### config.mk
export PLATFORM = sky130hd
export DESIGN_NAME = baud_gen
export DESIGN_NICKNAME = d
export VERILOG_FILES = /design/src/rtl/baud_pkg.sv /design/src/rtl/baud_ctrl_reg.sv /design/src/rtl/baud_prescaler.sv /design/src/rtl/baud_divider.sv /design/src/rtl/baud_gen.sv
export SDC_FILE = /design/constraint.sdc
export NUM_CORES = 1
export LEC_CHECK = 0
export ABC_AREA = 1
export CORE_MARGIN = 5
export CORE_UTILIZATION = 45
export CTS_CLUSTER_SIZE = 10
export DETAILED_ROUTE_END_ITERATION = 6
export PLACE_DENSITY = 0.74
export SLEW_MARGIN = 20
export SYNTH_ARGS = -nofsm -noshare
export SYNTH_HDL_FRONTEND = slang
export SYNTH_SLANG_ARGS = --single-unit
### constraint.sdc
create_clock -name clk -period 1.5 [get_ports clk]
set_clock_uncertainty 0.05 [all_clocks]
set_input_delay 0.375 -clock clk [delete_from_list [all_inputs] [get_ports clk]]
set_output_delay 0.375 -clock clk [all_outputs]
set_load 0.02 [all_outputs]
### src/rtl/baud_pkg.sv
package baud_pkg;

    localparam int CTRL_W = 8;
    localparam int K_W    = 5;
    localparam int K_MIN  = 8;
    localparam int PRE_W  = 5;
    localparam logic [CTRL_W-1:0] CTRL_RESET = 8'h1F;

    typedef enum logic [1:0] {
        SRC_EXT    = 2'b00,
        SRC_PCLK2  = 2'b01,
        SRC_PCLK8  = 2'b10,
        SRC_PCLK32 = 2'b11
    } base_src_e;

    typedef struct packed {
        base_src_e      src;
        logic           rsvd;
        logic [K_W-1:0] k;
    } ctrl_t;

    function automatic logic k_ok(input logic [K_W-1:0] k);
        return k >= K_W'(K_MIN);
    endfunction

    function automatic ctrl_t to_ctrl(input logic [CTRL_W-1:0] d);
        ctrl_t r;
        r.src  = base_src_e'(d[CTRL_W-1 -: 2]);
        r.rsvd = 1'b0;
        r.k    = d[K_W-1:0];
        return r;
    endfunction

    function automatic int tap_shift(input int idx);
        return (idx == 1) ? 1 : (idx == 2) ? 3 : 5;
    endfunction

endpackage

### src/rtl/baud_ctrl_reg.sv
module baud_ctrl_reg
    import baud_pkg::*;
(
    input  logic              clk,
    input  logic              rst,
    input  logic              wr_en,
    input  logic [CTRL_W-1:0] wr_data,
    output ctrl_t             ctrl,
    output logic              restart,
    output logic              reject
);

    logic legal;

    assign legal   = k_ok(wr_data[K_W-1:0]);
    assign restart = wr_en & legal;

    always_ff @(posedge clk) begin
        if (rst) begin
            ctrl   <= ctrl_t'(CTRL_RESET);
            reject <= 1'b0;
        end else begin
            reject <= wr_en & ~legal;
            if (restart)
                ctrl <= to_ctrl(wr_data);
        end
    end

    assert_rsvd_zero_R2: assert property (@(posedge clk) disable iff (rst)
        ctrl.rsvd == 1'b0);

    assert_refused_write_R5: assert property (@(posedge clk) disable iff (rst)
        (wr_en && wr_data[K_W-1:0] < K_W'(K_MIN)) |=> ($stable(ctrl) && reject));

    assert_k_floor_R4: assert property (@(posedge clk) disable iff (rst)
        ctrl.k >= K_W'(K_MIN));

endmodule

### src/rtl/baud_prescaler.sv
module baud_prescaler
    import baud_pkg::*;
(
    input  logic      clk,
    input  logic      rst,
    input  logic      restart,
    input  base_src_e src,
    input  logic      ext_in,
    output logic      base_tick
);

    logic [PRE_W-1:0] pre_cnt;
    logic [2:0]       ext_sync;
    logic             ext_tick;
    logic [3:0]       tap;

    always_ff @(posedge clk) begin
        if (rst) begin
            ext_sync <= '0;
        end else begin
            ext_sync <= {ext_sync[1:0], ext_in};
        end
    end

    assign ext_tick = ext_sync[1] & ~ext_sync[2];

    always_ff @(posedge clk) begin
        if (rst || restart)
            pre_cnt <= '0;
        else
            pre_cnt <= pre_cnt + PRE_W'(1);
    end

    assign tap[0] = ext_tick;

    for (genvar g = 1; g < 4; g++) begin : g_tap
        localparam int SH = tap_shift(g);
        assign tap[g] = &pre_cnt[SH-1:0];
    end

    assign base_tick = tap[src];

    assert_ext_edge_gap_R7: assert property (@(posedge clk) disable iff (rst)
        ext_tick |=> !ext_tick);

    assert_base_gap_R3: assert property (@(posedge clk) disable iff (rst || restart)
        (src != SRC_EXT && base_tick) |=> !base_tick);

endmodule

### src/rtl/baud_divider.sv
module baud_divider
    import baud_pkg::*;
(
    input  logic           clk,
    input  logic           rst,
    input  logic           restart,
    input  logic [K_W-1:0] k,
    input  logic           base_tick,
    output logic           tick_q,
    output logic           half_q
);

    logic [K_W-1:0] cnt;
    logic           last;

    assign last = (cnt == k - K_W'(1));

    always_ff @(posedge clk) begin
        if (rst || restart) begin
            cnt    <= '0;
            tick_q <= 1'b0;
            half_q <= 1'b0;
        end else begin
            tick_q <= 1'b0;
            if (base_tick) begin
                if (last) begin
                    cnt    <= '0;
                    tick_q <= 1'b1;
                    half_q <= ~half_q;
                end else begin
                    cnt <= cnt + K_W'(1);
                end
            end
        end
    end

    assert_pulse_single_R6: assert property (@(posedge clk) disable iff (rst)
        tick_q |=> !tick_q);

    assert_half_flip_R9: assert property (@(posedge clk) disable iff (rst)
        tick_q |-> (half_q != $past(half_q)));

    assert_cnt_bound_R4: assert property (@(posedge clk) disable iff (rst)
        cnt < k);

endmodule

### src/rtl/baud_gen.sv
module baud_gen
    import baud_pkg::*;
(
    input  logic       clk,
    input  logic       rst,
    input  logic       wr_en,
    input  logic [7:0] wr_data,
    output logic [7:0] ctrl_q,
    input  logic       ext_clk_in,
    output logic       wr_reject,
    output logic       baud_tick,
    output logic       baud_half
);

    ctrl_t ctrl;
    logic  restart;
    logic  base_tick;

    baud_ctrl_reg u_reg (
        .clk     (clk),
        .rst     (rst),
        .wr_en   (wr_en),
        .wr_data (wr_data),
        .ctrl    (ctrl),
        .restart (restart),
        .reject  (wr_reject)
    );

    baud_prescaler u_pre (
        .clk       (clk),
        .rst       (rst),
        .restart   (restart),
        .src       (ctrl.src),
        .ext_in    (ext_clk_in),
        .base_tick (base_tick)
    );

    baud_divider u_div (
        .clk       (clk),
        .rst       (rst),
        .restart   (restart),
        .k         (ctrl.k),
        .base_tick (base_tick),
        .tick_q    (baud_tick),
        .half_q    (baud_half)
    );

    assign ctrl_q = ctrl;

endmodule

==> results of run 1 <==
-- worst max path at each step --
stage,endpoint,cells past startpoint
floorplan,u_div.cnt[3]$_SDFFE_PP0N_,11
global placement,u_div.half_q$_SDFFE_PP0P_,8
detailed placement,u_div.half_q$_SDFFE_PP0P_,8
CTS,u_div.cnt[2]$_SDFFE_PP0N_,9
global route,u_div.cnt[3]$_SDFFE_PP0N_,11
finish,u_div.cnt[0]$_SDFFE_PP0N_,11
-- Yosys cell counts (2+ instances only) --
master / instances
nand2_2: 2
nand3_1: 7
nor2_2: 2
inv_2: 3
nand2_1: 36
o21ai_0: 6
nand4_1: 4
ha_1: 5
a21oi_1: 7
inv_1: 31
o211ai_1: 3
xor2_1: 4
dfxtp_1: 23
nor2_1: 23
nand3_2: 2
buf_4: 2
-- timing repair --
action,4_1_cts,5_1_grt
pin swaps,15,10
gates resized for setup,31,11
setup endpoints to repair,17,13
setup buffers,1,2
-- stage by stage --
stage / hold slack, ns / cells
3_5_place_dp: 0.3513 / 226
6_report: 0.3674 / 233
4_1_cts: 0.3720 / 231
5_1_grt: 0.3921 / 233
2_1_floorplan: 0.3383 / 166
3_3_place_gp: 0.3415 / 226
-- state kept, by name (all words and copies together) (netlist names) --
register,count
u_div.tick_q,1
u_reg.reject,1
u_reg.ctrl,7
u_div.cnt,5
u_div.half_q,1
u_pre.pre_cnt,5
u_pre.ext_sync,3
-- layer usage --
| layer | track usage (%) | part of all wire (%) | vias up |
|---|---|---|---|
| met3 | 3.404 | 5.6 | 4 |
| met1 | 16.99 | 40 | 501 |
| met2 | 27.79 | 53 | 20 |
| met4 | 7.121 | 1.4 | 0 |
| met5 | 0 | 0 | - |
| li1 | - | - | 582 |
-- cell type report --
| type | instances | area (sq um) |
|---|---|---|
| inverter | 34 | 127.6 |
| tap | 30 | 37.54 |
| fill | 229 | 863.3 |
| multi-input combinational | 106 | 646.9 |
| timing repair buffer | 36 | 310.3 |
| sequential | 23 | 465.4 |
| clock buffer | 4 | 26.28 |
-- power groups by stage --
| stage | clock network, W | logic, W | registers, W |
|---|---|---|---|
| after floorplan | 0 | 0.000128 | 0.000687 |
| after global placement | 0 | 0.000245 | 0.000669 |
| after detailed placement | 0 | 0.000253 | 0.000671 |
| after CTS | 0.000311 | 0.000268 | 0.000659 |
| after global routing | 0.000336 | 0.000310 | 0.000664 |
| final | 0.000296 | 0.000278 | 0.000659 |
-- critical path, delay by kind of cell (launching register included) --
| kind | cells | cell delay, ns |
|---|---|---|
| XOR/XNOR | 1 | 0.13 |
| adder cells (fa/ha/maj) | 2 | 0.30 |
| buffers and inverters | 4 | 0.39 |
| flip-flops | 1 | 0.36 |
| AND/OR/NAND/NOR | 4 | 0.33 |
-- cells by family after synthesis --
logic type	after synthesis	share of synthesized area [%]
adder cells (fa/ha/maj)	5	5.400
other	1	0.3237
XOR/XNOR	4	3.023
buffers and inverters	37	13.28
AND/OR/NAND/NOR	80	30.67
AO/OA/AOI/OAI	16	7.559
flip-flops	23	39.74
==> results.tsv, run 1 <==
stage	metric	value	unit
cells_and_area	area_growth	39.31	%
cells_and_area	final_area	0.001614	sq mm
synthesis	synth-seq-area-share	39.74	%
power_and_ir_drop	switching_share	29.49	%
drt	wl_per_cell	10.56	um
hold_path	whs_path_depth	2	
synthesis	synth_area	0.001159	sq mm
grt	overflow	0	
clock_network	cts_tree	yes	
drt	ant_nets	0	
synthesis	synth-edff-count	0	
die	start_util	46.77	%
placed_design	io_buffers	20	
cells_and_area	mostFrequentLayoutCells	nand2_1 (32), inv_1 (28), nor2_1 (19), dfxtp_1 (19), buf_4 (16)	
grt	grt_pass1_wl	4291	um
die	dieHeight	60.74	um
synthesis	synth.avg_cell_area	6.980	sq um
synthesis	synth_seq_cells	23	
drt	drc	0	
sta	rsz0062_at_grt	true	
worst_setup_path	cp_max_fo	6	
synthesis	synth_area_leaders	dfxtp_1 (40%), nand2_1 (12%), inv_1 (10%), nor2_1 (7.5%), ha_1 (5.4%)	
clock_network	htree_levels	1	
power_and_ir_drop	combPwrFrac	22.6	%
die	die_area	0.003689	sq mm
worst_setup_path	critPathSlowestCell	dfxtp_2	
worst_setup_path	critPathRequiredTime	1.71	ns
power_and_ir_drop	vdd_drop_max	535.1	uV
synthesis	synthFlopType	dfxtp_1	
sta	fin_crit	1.610	ns
status	violations	negative setup slack	
clock_network	clockBufferDepth	2	
worst_setup_path	cp.arrival	1.82	ns
die	die_x	60.74	um
grt	grt_usage	15.38	%
drt	routed-via-count	1107	
worst_setup_path	end_kind	flip-flop	
drt	drt_iter0_markers	17	
placed_design	dpl_cell_area	0.001475	sq mm
grt	grt_max_degree	13	
clock_network	insertion_delay	0.32	ns
synthesis	syn_inst	166	
power_and_ir_drop	clockPowerShare	24.0	%
sta	slew_violations	0	
die	core_area	0.002477	sq mm
die	rows	18	
power_and_ir_drop	intPower	0.0008697	W
sta	setup_violations	7	
cells_and_area	fin_nets	221	
synthesis	ys_types	22	
sta	hold_viol	0	
hold_path	hold_start	u_pre.ext_sync[0]$_SDFF_PP0_	
synthesis	synthArstFlopShare	0	%
worst_setup_path	rr_worst_depth	11	
cells_and_area	utilization	65.15	%
placed_design	pre_cts_ws	-0.2199	ns
drt	vias_per_cell	4.751	
sta	fin_crit_sh	107.4	%
clock_network	numCtsBuffers	3	
hold_path	hp-class	reg -> reg	
power_and_ir_drop	p_total	0.001233	W
synthesis	synth_area_leader_cell	dfxtp_1	
synthesis	syn-num-nets	183	
cells_and_area	drive_above_1_share	25.62	%
worst_setup_path	start_kind	flip-flop	
placed_design	gp_congestion	0.8180	
worst_setup_path	r2r_start	u_pre.pre_cnt[0]$_SDFF_PP0_	
worst_setup_path	path_cells	ha_4 > buf_4 > ha_2 > inv_1 > nand2_2 > nand3_4 > nand2_8 > buf_4 > xor2_1 > inv_1 > nor2_1	
sta	setup_tns	-0.3895	ns
worst_setup_path	r2r_end	u_div.cnt[0]$_SDFFE_PP0N_	
grt	grt_antenna_before_repair	0	
clock_network	root_buffer	clkbuf_4	
worst_setup_path	regToRegSetupSlack	-0.11	ns
drt	drt_pass1_iterations	4	
placed_design	hpwlAfterDp	1954	um
power_and_ir_drop	p_leak	0.7381	nW
power_and_ir_drop	switching_power	0.0003637	W
sta	fmaxAchievable	0.6209	GHz
clock_network	cts_hold_buf	0	
worst_setup_path	critPathLaunch	u_pre.pre_cnt[0]$_SDFF_PP0_	
cells_and_area	final_common_cell	nand2_1	
synthesis	yosysWarnings	0	
job	drv_cap	0	
die	pin_count	23	
clock_network	cts.sinks	23	
worst_setup_path	crit_type	reg -> reg	
worst_setup_path	crit_path_max_incr_delay	0.36	ns
cells_and_area	antenna_cells	0	
grt	grt_pass1_vias	1122	
hold_path	min_to	u_pre.ext_sync[1]$_SDFF_PP0_	
clock_network	clkTransAtPathRegs	0.13	ns
sta	setup_ws	-0.1104	ns
power_and_ir_drop	pwr-share-seq	53.4	%
drt	routed_wl	2461	um
power_and_ir_drop	cellPowerDensity	764.1	mW/mm^2
synthesis	post-synth-top-area-fraction	39.74	%
status	run_status	finished, violations left	
(Power assumes the default switching activity.)
==> inputs of run 2 (changes only) <==
--- a/config.mk
+++ b/config.mk
@@ -6,6 +6,7 @@
 export NUM_CORES = 1
 export LEC_CHECK = 0
 export ABC_AREA = 1
+export ABC_CLOCK_PERIOD_IN_PS = 1500
 export CORE_MARGIN = 5
 export CORE_UTILIZATION = 45
 export CTS_CLUSTER_SIZE = 10
@@ -15,3 +16,4 @@
 export SYNTH_ARGS = -nofsm -noshare
 export SYNTH_HDL_FRONTEND = slang
 export SYNTH_SLANG_ARGS = --single-unit
+export TNS_END_PERCENT = 30
==> run 2 against run 1 <==
Effect of this change:
- the flow still finishes with violations (negative setup slack)
- register-to-register slack improved by 0.02 ns
- via count rose by 0.27%
- hold slack hardly changed
- die area unchanged
- critical path type unchanged
==> results.tsv, run 2 (same netlist as run 1, synthesis figures left out) <==
stage	metric	value	unit	change
hold_path	hp-class	reg -> reg		
worst_setup_path	cp.arrival	1.80	ns	-0.02 ns
drt	ant_nets	0		unchanged
cells_and_area	final_area	0.001587	sq mm	-1.7%
power_and_ir_drop	p_leak	0.7323	nW	-0.79%
grt	grt_max_degree	13		unchanged
worst_setup_path	end_kind	flip-flop		
cells_and_area	top_register	u_reg.ctrl		
clock_network	root_buffer	clkbuf_4		
drt	routed-via-count	1110		+0.27%
die	pin_count	23		unchanged
sta	fin_crit	1.592	ns	-0.01827 ns
grt	overflow	0		unchanged
worst_setup_path	start_kind	flip-flop		
cells_and_area	seqCellArea	465.4	sq um	unchanged
placed_design	gp_congestion	0.8180		unchanged
cells_and_area	antenna_cells	0		unchanged
worst_setup_path	cp_max_fo	6		unchanged
cells_and_area	fill_cells	232		+1.3%
sta	slew_violations	0		unchanged
cells_and_area	final_common_cell	nand2_1		
clock_network	cts_tree	yes		
die	dieHeight	60.74	um	unchanged
drt	drt_pass1_iterations	4		unchanged
sta	fmaxAchievable	0.6281	GHz	+1.1%
cells_and_area	fin_nets	220		-0.45%
worst_setup_path	critPathRequiredTime	1.71	ns	about the same
sta	hold_viol	0		unchanged
power_and_ir_drop	p_total	0.001219	W	-1.2%
power_and_ir_drop	vdd_drop_max	523.9	uV	-2.1%
cells_and_area	area_growth	36.93	%	
clock_network	htree_levels	1		unchanged
sta	fin_crit_sh	106.1	%	-1.2 points
grt	grt_usage	14.76	%	-0.62 points
worst_setup_path	critPathLaunch	u_pre.pre_cnt[1]$_SDFF_PP0_		
cells_and_area	drive_above_1_share	23.27	%	-2.3 points
drt	drt_iter0_markers	14		-3
die	die_x	60.74	um	unchanged
grt	grt_pass1_wl	4112	um	-4.2%
drt	drc	0		unchanged
grt	grt_pass1_vias	1080		-3.7%
placed_design	io_buffers	20		unchanged
clock_network	clkTransAtPathRegs	0.13	ns	about the same
cells_and_area	mostFrequentLayoutCells	nand2_1 (32), inv_1 (28), nor2_1 (22), dfxtp_1 (19), buf_4 (15)		
clock_network	insertion_delay	0.32	ns	about the same
worst_setup_path	r2r_start	u_pre.pre_cnt[1]$_SDFF_PP0_		
cells_and_area	largest_reg_flops	7		unchanged
worst_setup_path	crit_type	reg -> reg		
clock_network	numCtsBuffers	3		unchanged
sta	setup_ws	-0.09218	ns	+0.01827 ns
job	drv_cap	0		unchanged
sta	setup_violations	7		unchanged
sta	rsz0062_at_grt	true		
placed_design	hpwlAfterDp	1954	um	unchanged
grt	grt_antenna_before_repair	0		unchanged
status	run_status	finished, violations left		
clock_network	cts_hold_buf	0		unchanged
cells_and_area	multi_input_area	623.1	sq um	-3.7%
cells_and_area	reg_top3	u_reg.ctrl x7, u_div.cnt x5, u_pre.pre_cnt x5		
clock_network	clockBufferDepth	2		unchanged
drt	vias_per_cell	4.784		+0.70%
die	start_util	46.77	%	unchanged
status	violations	negative setup slack		
hold_path	hold_start	u_pre.ext_sync[0]$_SDFF_PP0_		
die	die_area	0.003689	sq mm	unchanged
die	rows	18		unchanged
power_and_ir_drop	cellPowerDensity	768.1	mW/mm^2	+0.52%
drt	routed_wl	2423	um	-1.5%
drt	wl_per_cell	10.44	um	-1.1%
die	core_area	0.002477	sq mm	unchanged
placed_design	dpl_cell_area	0.001475	sq mm	unchanged
clock_network	cts.sinks	23		unchanged
[run 2: cell types whose count changed in the layout (fill, tap and decap cells not counted), sizes merged]
cell,delta
clkbuf,-1
dlygate4sd2,+1
buf,-1
[run 2: final timing paths]
path / slack [ns] / cells after the start / end
max: -0.09 / 11 / u_div.cnt[0]$_SDFFE_PP0N_
min: 0.37 / 2 / u_pre.ext_sync[1]$_SDFF_PP0_
max reg2reg: -0.09 / 11 / u_div.cnt[0]$_SDFFE_PP0N_
min reg2reg: 0.37 / 2 / u_pre.ext_sync[1]$_SDFF_PP0_
[run 2: timing repair]
item                       in CTS  in global routing
pin swaps                       0                  7
gates resized for setup        10                 25
buffers inserted                0                  2
setup endpoints to repair      17                 13
[run 2: critical path, cell delays in order (launching register included)]
cell	delay, ns
dfxtp_2	0.37
ha_4	0.13
and3_4	0.18
ha_4	0.12
inv_2	0.03
nand2_2	0.06
nand3_4	0.09
nand2_4	0.11
buf_4	0.11
xor2_1	0.14
inv_1	0.05
nor2_1	0.08
[run 2: area by class of cell]
cell class | instances | share of cell area (%)
Multi-Input combinational cell | 106 | 39.27
Sequential cell | 23 | 29.34
Tap cell | 30 | 2.366
Timing Repair Buffer | 35 | 19.32
Clock buffer | 4 | 1.656
Inverter | 34 | 8.044
[run 2: metal layers]
layer / GRT usage (%) / part of all wire [%]
met3: 3.191 / 4.9
met4: 5.573 / 1.4
met2: 27.48 / 53
met5: 0 / 0
met1: 16.19 / 41
[run 2: per-stage QoR]
| step | hold slack, ns | TNS, ns | setup WS, ns | util [%] | instances |
|---|---|---|---|---|---|
| global placement | 0.3415 | -2.485 | -0.1951 | 59.55 | 226 |
| CTS | 0.3720 | -0.8497 | -0.1676 | 60.10 | 230 |
| finish | 0.3672 | -0.2697 | -0.09218 | 64.04 | 232 |
| detailed placement | 0.3513 | -2.981 | -0.2199 | 59.55 | 226 |
| floorplan | 0.3383 | -0.01192 | -0.009335 | - | 166 |
| global route | 0.3921 | -0.9618 | -0.1943 | 64.04 | 232 |
[run 2: power breakdown]
| group | total [W] | switching [W] | internal (W) |
|---|---|---|---|
| clock network | 0.000293 | 0.000189 | 0.000104 |
| logic | 0.000266 | 0.000144 | 0.000123 |
| registers | 0.000659 | 0.0000207 | 0.000639 |
| total | 0.00122 | 0.000353 | 0.000865 |
==> inputs of run 3 (changes only) <==
--- a/config.mk
+++ b/config.mk
@@ -6,12 +6,13 @@
 export NUM_CORES = 1
 export LEC_CHECK = 0
 export ABC_AREA = 1
-export ABC_CLOCK_PERIOD_IN_PS = 1500
+export ABC_CLOCK_PERIOD_IN_PS = 1640
 export CORE_MARGIN = 5
-export CORE_UTILIZATION = 45
+export CORE_UTILIZATION = 50
 export CTS_CLUSTER_SIZE = 10
 export DETAILED_ROUTE_END_ITERATION = 6
-export PLACE_DENSITY = 0.74
+export PLACE_DENSITY = 0.78
+export SKIP_LAST_GASP = 1
 export SLEW_MARGIN = 20
 export SYNTH_ARGS = -nofsm -noshare
 export SYNTH_HDL_FRONTEND = slang
==> constraint.sdc (replaced) <==
create_clock -name clk -period 1.64 [get_ports clk]
set_clock_uncertainty 0.05 [all_clocks]
set_input_delay 0.41 -clock clk [delete_from_list [all_inputs] [get_ports clk]]
set_output_delay 0.41 -clock clk [all_outputs]
set_load 0.02 [all_outputs]
==> run 3 against run 2 <==
Effect of this change:
- the flow still finishes with violations (negative setup slack)
- critical path depth decreased by 10
- die area decreased by 8.4%
- combinational power decreased by 14%
- first-iteration DRC count increased by 140%
- clock power decreased by 6.8%
- worst setup slack got worse by 0.039 ns
- sequential share of layout area increased by 0.94 points
- design area decreased by 3.6%
- critical endpoint is now ctrl_q[0]
- largest power group unchanged
- highest routed layer unchanged
==> results.tsv, run 3 (same netlist as run 1, synthesis figures left out) <==
stage	metric	value	unit	change
status	run_status	finished, violations left		
status	violations	negative setup slack		
cells_and_area	utilization	69.12	%	+5.1 points
worst_setup_path	end_kind	output port		
drt	ant_nets	0		unchanged
grt	met3_usage	2.227	%	-0.96 points
sta	setup_violations	5		-2
job	drv_cap	0		unchanged
grt	grtUsageMet2	26.94	%	-0.55 points
cells_and_area	area_growth	31.97	%	
cells_and_area	antenna_cells	0		unchanged
clock_network	insertion_delay	0.32	ns	about the same
die	die_area	0.003380	sq mm	-8.4%
die	dieHeight	58.14	um	-4.3%
drt	routed_wl	2479	um	+2.3%
sta	fin_crit	1.771	ns	
cells_and_area	mostFrequentLayoutCells	nand2_1 (35), inv_1 (31), nor2_1 (22), dfxtp_1 (21), clkdlybuf4s50_1 (15)		
sta	setup_ws	-0.1310	ns	-0.03887 ns
cells_and_area	fin_nets	214		-2.7%
sta	rsz0062_at_grt	true		
cells_and_area	top_register	u_reg.ctrl		
drt	vias_per_cell	4.804		+0.40%
hold_path	hp-class	reg -> reg		
clock_network	cts.sinks	23		unchanged
placed_design	dpl_cell_area	0.001435	sq mm	-2.7%
grt	grt_pass1_vias	1010		-6.5%
grt	use_met1	18.15	%	+2.0 points
cells_and_area	multi_input_area	608.1	sq um	-2.4%
sta	slew_violations	0		unchanged
grt	grt_antenna_before_repair	0		unchanged
drt	drt_pass1_iterations	4		unchanged
worst_setup_path	crit_path_max_incr_delay	0.61	ns	+0.24 ns
sta	fmaxAchievable	0.5646	GHz	
drt	drc	0		unchanged
worst_setup_path	rr_worst_depth	11		unchanged
worst_setup_path	cp.arrival	1.31	ns	-0.49 ns
placed_design	pre_cts_ws	-0.1195	ns	+0.1004 ns
cells_and_area	reg_top3	u_reg.ctrl x7, u_div.cnt x5, u_pre.pre_cnt x5		
drt	drt_iter0_markers	33		+19
grt	grt_usage	15.29	%	+0.53 points
power_and_ir_drop	p_total	0.001106	W	-9.2%
clock_network	root_buffer	clkbuf_4		
grt	grt_max_degree	15		+2
power_and_ir_drop	p_leak	0.7170	nW	-2.1%
die	rows	17		-1
cells_and_area	final_area	0.001529	sq mm	-3.6%
cells_and_area	largest_reg_flops	7		unchanged
clock_network	clkTransAtPathRegs	0.12	ns	about the same
worst_setup_path	cpLargestDelayFamily	buffers and inverters		
worst_setup_path	critPathSlowestCell	clkdlybuf4s50_1		
cells_and_area	fill_cells	197		-15%
die	die_x	58.14	um	-4.3%
clock_network	cts_setup_buffers	0		unchanged
worst_setup_path	cp_max_fo	3		-3
worst_setup_path	r2r_start	u_reg.ctrl[1]$_SDFFE_PP1P_		
clock_network	htree_levels	1		unchanged
power_and_ir_drop	vdd_drop_max	772.3	uV	+47%
die	pin_count	23		unchanged
die	core_area	0.002212	sq mm	-11%
placed_design	gp_congestion	0.8116		-0.78%
cells_and_area	seqCellArea	462.9	sq um	-0.54%
hold_path	min_to	u_pre.ext_sync[1]$_SDFF_PP0_		
worst_setup_path	critPathRequiredTime	1.18	ns	-0.53 ns
placed_design	io_buffers	20		unchanged
hold_path	hold_start	u_pre.ext_sync[0]$_SDFF_PP0_		
grt	grt.busiest_layer	met2		
clock_network	numCtsBuffers	3		unchanged
worst_setup_path	regToRegSetupSlack	0.06	ns	+0.15 ns
sta	fin_crit_sh	108.0	%	
drt	routed-via-count	1076		-3.1%
grt	overflow	0		unchanged
clock_network	clockBufferDepth	2		unchanged
worst_setup_path	r2r_end	u_div.cnt[1]$_SDFFE_PP0N_		
die	start_util	52.38	%	+5.6 points
worst_setup_path	path_cells	clkdlybuf4s50_1		
worst_setup_path	crit_type	reg -> out		
hold_path	whs_path_depth	2		unchanged
sta	hold_viol	0		unchanged
placed_design	hpwlAfterDp	1908	um	-2.4%
worst_setup_path	cp_num_buf_inv	1		-2
power_and_ir_drop	cellPowerDensity	723.3	mW/mm^2	-5.8%
cells_and_area	final_common_cell	nand2_1		
drt	wl_per_cell	11.07	um	+6.0%
worst_setup_path	start_kind	flip-flop		
clock_network	cts_tree	yes		
sta	setup_tns	-0.4813	ns	-0.2116 ns
cells_and_area	drive_above_1_share	16.33	%	-6.9 points
grt	grt_pass1_wl	4071	um	-1.0%
run 3: cell count changes in the layout (fill, tap and decap cells not counted), moves of 2 or more:
cell	before	now
inv_1	28	31
nand2_1	32	35
inv_2	6	3
dfxtp_2	4	2
dfxtp_1	19	21
ha_1	1	3
buf_4	15	9
clkdlybuf4s50_1	10	15
nand2_2	5	2
clkdlybuf4s15_1	5	0
run 3: power breakdown:
| part | internal (W) | switching, W |
|---|---|---|
| registers | 0.000583 | 0.0000218 |
| clock network | 0.0000933 | 0.000179 |
| logic | 0.0000999 | 0.000128 |
run 3: through the flow:
| stage | std cells | hold WS (ns) |
|---|---|---|
| after floorplan | 166 | 0.3383 |
| after global placement | 220 | 0.3512 |
| after detailed placement | 220 | 0.3508 |
| after CTS | 224 | 0.3707 |
| after global routing | 224 | 0.4112 |
| final | 224 | 0.3674 |
run 3: layout make-up:
cell class / instances / share of cell area [%]
clock buffer: 3 / 1.473
clock inverter: 1 / 0.4910
inverter: 34 / 8.347
multi-input combinational: 106 / 39.77
sequential: 23 / 30.28
tap: 28 / 2.291
timing repair buffer: 29 / 17.35
run 3: repair_timing:
action,4_1_cts,5_1_grt
pin swaps,0,6
endpoints found under the setup margin,14,13
hold buffers,0,0
gates resized for setup,4,15
run 3: how the worst max path moves through the flow:
stage | cells after the start | from | endpoint
final | 1 | u_reg.ctrl[0]$_SDFFE_PP1P_ | ctrl_q[0]
after floorplan | 11 | u_reg.ctrl[0]$_SDFFE_PP1P_ | u_div.cnt[2]$_SDFFE_PP0N_
after detailed placement | 8 | wr_data[3] | u_div.half_q$_SDFFE_PP0P_
after global routing | 1 | u_reg.ctrl[0]$_SDFFE_PP1P_ | ctrl_q[0]
after global placement | 8 | wr_en | u_div.half_q$_SDFFE_PP0P_
after CTS | 1 | u_reg.ctrl[0]$_SDFFE_PP1P_ | ctrl_q[0]
run 3: per-layer routing:
layer	part of all wire [%]	vias to the layer above
li1	-	569
met1	43	471
met2	50	25
met3	3.8	11
met4	3.0	0
met5	0	-
